## src/rtl/age_select_pkg.sv

```systemverilog
package age_select_pkg;

    localparam int DEF_SLOTS = 8;
    localparam int DEF_AGE_W = 6;

    // index width, at least one bit
    function automatic int idx_bits(input int n);
        return (n < 2) ? 1 : $clog2(n);
    endfunction

    // number of leaves after padding to a power of two
    function automatic int leaf_count(input int n);
        return 1 << idx_bits(n);
    endfunction

endpackage

```

## src/rtl/age_min_node.sv

```systemverilog
module age_min_node #(
    parameter int AGE_W = 6,
    parameter int IDX_W = 3
) (
    input  logic             lo_vld,
    input  logic [AGE_W-1:0] lo_age,
    input  logic [IDX_W-1:0] lo_idx,
    input  logic             hi_vld,
    input  logic [AGE_W-1:0] hi_age,
    input  logic [IDX_W-1:0] hi_idx,
    output logic             win_vld,
    output logic [AGE_W-1:0] win_age,
    output logic [IDX_W-1:0] win_idx
);
    // the lower-index side wins ties, an invalid side acts as infinity
    logic take_lo;

    always_comb begin
        take_lo = lo_vld && (!hi_vld || (lo_age <= hi_age));
        win_vld = lo_vld || hi_vld;
        win_age = take_lo ? lo_age : hi_age;
        win_idx = take_lo ? lo_idx : hi_idx;
    end
endmodule

```

## src/rtl/age_min_tree.sv

```systemverilog
module age_min_tree
    import age_select_pkg::*;
#(
    parameter int N     = DEF_SLOTS,
    parameter int AGE_W = DEF_AGE_W
) (
    input  logic [N-1:0]             ready,
    input  logic [N*AGE_W-1:0]       ages,
    output logic                     root_vld,
    output logic [idx_bits(N)-1:0]   root_idx
);
    localparam int IDX_W = idx_bits(N);
    localparam int LEAVES = leaf_count(N);
    localparam int NODES  = 2 * LEAVES - 1;

    logic             nd_vld [NODES];
    logic [AGE_W-1:0] nd_age [NODES];
    logic [IDX_W-1:0] nd_idx [NODES];

    // leaves in heap layout, padded leaves are never valid
    for (genvar i = 0; i < LEAVES; i++) begin : g_leaf
        if (i < N) begin : g_real
            assign nd_vld[LEAVES-1+i] = ready[i];
            assign nd_age[LEAVES-1+i] = ages[i*AGE_W +: AGE_W];
        end else begin : g_pad
            assign nd_vld[LEAVES-1+i] = 1'b0;
            assign nd_age[LEAVES-1+i] = '1;
        end
        assign nd_idx[LEAVES-1+i] = IDX_W'(i);
    end

    // internal comparators, left child holds the lower indices
    for (genvar k = 0; k < LEAVES - 1; k++) begin : g_node
        age_min_node #(.AGE_W(AGE_W), .IDX_W(IDX_W)) u_node (
            .lo_vld (nd_vld[2*k+1]),
            .lo_age (nd_age[2*k+1]),
            .lo_idx (nd_idx[2*k+1]),
            .hi_vld (nd_vld[2*k+2]),
            .hi_age (nd_age[2*k+2]),
            .hi_idx (nd_idx[2*k+2]),
            .win_vld(nd_vld[k]),
            .win_age(nd_age[k]),
            .win_idx(nd_idx[k])
        );
    end

    assign root_vld = nd_vld[0];
    assign root_idx = nd_idx[0];
endmodule

```

## src/rtl/grant_decode.sv

```systemverilog
module grant_decode #(
    parameter int N     = 8,
    parameter int IDX_W = 3
) (
    input  logic             sel_vld,
    input  logic [IDX_W-1:0] sel_idx,
    output logic [N-1:0]     onehot
);
    for (genvar i = 0; i < N; i++) begin : g_bit
        assign onehot[i] = sel_vld && (sel_idx == IDX_W'(i));
    end
endmodule

```

## src/rtl/age_select_top.sv

```systemverilog
module age_select_top
    import age_select_pkg::*;
#(
    parameter int N     = DEF_SLOTS,
    parameter int AGE_W = DEF_AGE_W
) (
    input  logic               clk,
    input  logic               rst,
    input  logic [N-1:0]       ready_i,
    input  logic [N*AGE_W-1:0] age_i,
    output logic [N-1:0]       grant_o,
    output logic               grant_vld_o,
    output logic               no_grant_o
);
    localparam int IDX_W = idx_bits(N);

    logic             root_vld;
    logic [IDX_W-1:0] root_idx;
    logic [N-1:0]     grant_nxt;

    age_min_tree #(.N(N), .AGE_W(AGE_W)) u_tree (
        .ready   (ready_i),
        .ages    (age_i),
        .root_vld(root_vld),
        .root_idx(root_idx)
    );

    grant_decode #(.N(N), .IDX_W(IDX_W)) u_dec (
        .sel_vld(root_vld),
        .sel_idx(root_idx),
        .onehot (grant_nxt)
    );

    always_ff @(posedge clk) begin
        if (rst) begin
            grant_o     <= '0;
            grant_vld_o <= 1'b0;
            no_grant_o  <= 1'b1;
        end else begin
            grant_o     <= grant_nxt;
            grant_vld_o <= root_vld;
            no_grant_o  <= !root_vld;
        end
    end
endmodule

```

## config.mk

```make
export PLATFORM = sky130hd
export DESIGN_NAME = age_select_top
export DESIGN_NICKNAME = d
export VERILOG_FILES = /design/src/rtl/age_select_pkg.sv /design/src/rtl/age_min_node.sv /design/src/rtl/age_min_tree.sv /design/src/rtl/grant_decode.sv /design/src/rtl/age_select_top.sv
export SDC_FILE = /design/constraint.sdc
export NUM_CORES = 1
export LEC_CHECK = 0
export ABC_AREA = 1
export CORE_ASPECT_RATIO = 1.1
export CORE_MARGIN = 3
export CORE_UTILIZATION = 40
export DETAILED_ROUTE_END_ITERATION = 12
export PLACE_DENSITY = 0.67
export SLEW_MARGIN = 20
export SYNTH_ARGS = -nofsm -noshare
export SYNTH_HDL_FRONTEND = slang
export SYNTH_HIERARCHICAL = 1
export SYNTH_SLANG_ARGS = --single-unit
export TNS_END_PERCENT = 50
```

## constraint.sdc

```tcl
create_clock -name clk -period 4.45 [get_ports clk]
set_input_delay 0.89 -clock clk [delete_from_list [all_inputs] [get_ports clk]]
set_output_delay 0.89 -clock clk [all_outputs]
set_load 0.01 [all_outputs]
```

**Word level (Yosys, flattened, before mapping)**

Cells that the tools add are included.
W data, S select, Z words.

- Bits in registers: 10
- Bits of input ports: 58
- Output and inout port bits: 10

- Order comparisons: 7
- Equality and inequality tests: 7
- Multiplexer cells: 13
- Reduce and logical (&&, ||, !) cells: 38

Operators with widths:

| operator | number |
|---|---|
| $le A6 B6 Y1 | 7 |
| $mux W6 | 6 |
| $logic_and A1 B1 Y1 | 15 |
| $logic_or A1 B1 Y1 | 14 |
| $eq A3 B3 Y1 const B | 4 |
| $logic_not A1 Y1 | 8 |
| $eq A3 B2 Y1 const B | 2 |
| $mux W1 | 4 |
| $mux W2 | 2 |
| $eq A3 B1 Y1 const B | 1 |
| $logic_not A3 Y1 | 1 |
| $mux W3 | 1 |

**Logic depth before layout (Yosys ltp)**

- Word-level depth: 14
- Gate-level depth with buffers: 38
- Gate-level depth less buffers: 38

**By module**

Netlist, hierarchy kept.

By module, submodules not included:

| module | times used | cells each | area each (µm²) |
|---|---|---|---|
| age_min_node at u_tree.g_node[0].u_node ... | 6 | 61 | 347.8 |
| age_min_node at u_tree.g_node[2].u_node | 1 | 61 | 334.1 |
| age_select_top | 1 | 31 | 286.5 |
| grant_decode | 1 | 17 | 63.8 |
| age_min_tree | 1 | 2 | 7.5 |

**Least setup slack after synthesis**

Ideal clock, no wire load.

- Path kind: input to register
- From: input port age_i[47]
- To: register grant_o[0]
- Library setup time: 0.112 ns
- Arrival time: 3.968 ns
- Data required time: 4.338 ns
- Setup slack: 0.370 ns
- Cell stages on the path: 32
- Buffers on the path: 0
- Path through: inv_1 > ha_1 > nand2_2 > nor2_4 > a21boi_2 > nand2_4 > nand2_4 > nand2_1 > nand2_1 > inv_1 > ha_1 > nand2_2 > nor2_2 > a21boi_1 > nand2_4 > nand2_4 > nand2_1 > nand2_1 > inv_1 > ha_1 > nand2_2 > nor2_4 > a21boi_2 > nand2_4 > nand2_4 > nand2_1 > nand2_1 > inv_1 > nand2_1 > nor2_1 > inv_1 > nor2_1

RTL lines:

| element | line | text |
|---|---|---|
| start, declared | age_select_top.sv:10 | `input logic [N*AGE_W-1:0] age_i,` |
| end signal, assigned | age_select_top.sv:40 | `grant_o <= grant_nxt;` |
| end, declared | age_select_top.sv:11 | `output logic [N-1:0] grant_o,` |

==> flow_summary.json <==
{
  "arrival_ns": 4.42,
  "wl_per_cell_um": 11.67,
  "cp_max_fo": 8,
  "fin_setup_tns_ns": 0,
  "fp.dieArea_um2": 7783,
  "worstSetupPathType": "primary input to flip-flop",
  "min_from": "rst",
  "track_usage_pct": 17.79,
  "grt_first_pass_wirelength_mm": 12.12,
  "peakVddDrop_v": 0.0002243,
  "die_width_um": 84.39,
  "path_buf_inv": 6,
  "grt_max_degree": 12,
  "critPathSlowestCell": "ha_4",
  "ys_warn_count": 6,
  "relSlewSlack_pct": 60.46,
  "clockBufferDepth": 2,
  "antenna_found_initial": 0,
  "slowest_delay_ns": 0.27,
  "power_density_nw_per_um2": 217.6,
  "dp.cells": 673,
  "cts_tree": "yes",
  "area_growth_pct": 76.08,
  "clkSinkCount": 10,
  "crit_cells": 36,
  "overflow": 0,
  "initial_core_util_pct": 42.62,
  "cp-start-kind": "primary input",
  "synth_cells": 459,
  "holdBufCountCts": 0,
  "num_rows": 30,
  "cp_common_cell": "nand2_2",
  "cap_violations": 0,
  "syn-cell-area_um2": 2704,
  "diodes": 0,
  "fill_cells": 498,
  "status": "completed",
  "crit_path_end_kind": "flip-flop",
  "vias": 3219,
  "finalHoldViolCount": 0,
  "chipHeight_um": 92.23,
  "route.detailed.drc": 0,
  "nets": 716,
  "grt_pass1_vias": 3015,
  "power.leakage_nw": 2.905,
  "cp.required_ns": 4.56,
  "min_period_ns": 4.310,
  "crit_family": "simple AND/OR/NAND/NOR gates",
  "cts.htree.levels": 1,
  "layout-drive-gt1-share_pct": 40.81,
  "power.total_w": 0.001036,
  "numCtsBuffers": 3,
  "stdcell_count": 695,
  "dp_hpwl_mm": 5.671,
  "antenna_left": 0,
  "whs_path_depth": 2,
  "finalSetupViolCount": 0,
  "hp-class": "primary input to flip-flop",
  "fin_crit_sh_pct": 96.84,
  "gp_congestion": 0.8377,
  "synth_area_per_cell_um2": 5.891,
  "drtPass1Iterations": 4,
  "fmax_ghz": 0.2320,
  "drt_iter0_markers": 85,
  "io_pins": 68,
  "path_clk_slew_ns": 0.05,
  "root_buffer": "clkbuf_8",
  "worstHoldEndpoint": "grant_o[4]",
  "tightest_slew_ns": 0.5913,
  "drt-total-wl_mm": 8.111,
  "coreArea_um2": 6344,
  "drv_slew": 0,
  "io_buffers": 67,
  "via_per_inst": 4.632
}
state kept, by name, summed over array words and instances (netlist names):
register / cells
grant_o: 8
grant_vld_o: 1
no_grant_o: 1
cell usage in the layout, fill, tap and decap left out:
| master | n |
|---|---|
| nor2_1 | 15 |
| clkbuf_8 | 4 |
| a21oi_1 | 4 |
| a21boi_2 | 6 |
| buf_6 | 2 |
| a21boi_4 | 1 |
| conb_1 | 24 |
| clkdlybuf4s50_1 | 19 |
| dlygate4sd2_1 | 2 |
| a21oi_2 | 3 |
| inv_1 | 65 |
| nand3_2 | 12 |
| dlymetal6s2s_1 | 46 |
| nand3_1 | 52 |
| nand2_1 | 112 |
| nand2_4 | 20 |
| nand2_8 | 2 |
| nor2_2 | 2 |
| nand2_2 | 64 |
| inv_2 | 25 |
| buf_4 | 69 |
| dfxtp_1 | 10 |
| nor2_4 | 7 |
| or2_2 | 7 |
| ha_4 | 27 |
| ha_1 | 15 |
power breakdown:
group | switching, W | internal [W]
clock | 0.0000338 | 0.0000776
sequential | 0.00000404 | 0.000107
combinational | 0.000434 | 0.000380
total | 0.000472 | 0.000564
through the flow:
step	utilization [%]	hold WS (ns)	setup WS, ns	area (um^2)
3_5_place_dp	60.93	1.625	-0.3290	3865
2_1_floorplan	-	1.078	0.4672	2786
4_1_cts	64.20	1.410	0.0009863	4073
6_report	75.05	1.416	0.1405	4761
3_3_place_gp	60.93	1.626	-0.2746	3865
5_1_grt	75.05	1.474	-0.1489	4761
routing by layer:
| layer | vias to the layer above | track usage, % | wire (um) | share of wire [%] |
|---|---|---|---|---|
| met4 | 0 | 2.375 | 61 | 0.75 |
| met3 | 7 | 1.168 | 287 | 3.5 |
| met1 | 1452 | 22.90 | 3449 | 43 |
| met2 | 67 | 33.03 | 4312 | 53 |
| met5 | - | 0 | 0 | 0 |
| li1 | 1693 | - | - | - |
area by class of cell:
type	count	area (um^2)	share of cell area, %
Timing Repair Buffer	138	1324	27.81
Tap cell	80	100.1	2.102
Multi-Input combinational cell	373	2744	57.63
Clock buffer	4	55.05	1.156
Inverter	90	337.8	7.096
Sequential cell	10	200.2	4.205
what timing repair did:
| action | 4_1_cts | 5_1_grt |
|---|---|---|
| pin swaps | 15 | 67 |
| buffers inserted | 10 | 8 |
| resized for setup | 12 | 160 |
| endpoints found under the setup margin | 8 | 8 |
how the worst max path moves through the flow:
| stage | startpoint | to |
|---|---|---|
| 2_1_floorplan | age_i[47] | grant_o[0] |
| 3_3_place_gp | age_i[47] | grant_o[1] |
| 3_5_place_dp | age_i[47] | grant_o[1] |
| 4_1_cts | age_i[47] | grant_o[1] |
| 5_1_grt | age_i[45] | grant_o[0] |
| 6_report | age_i[45] | grant_o[0] |
(Power assumes the default switching activity.)
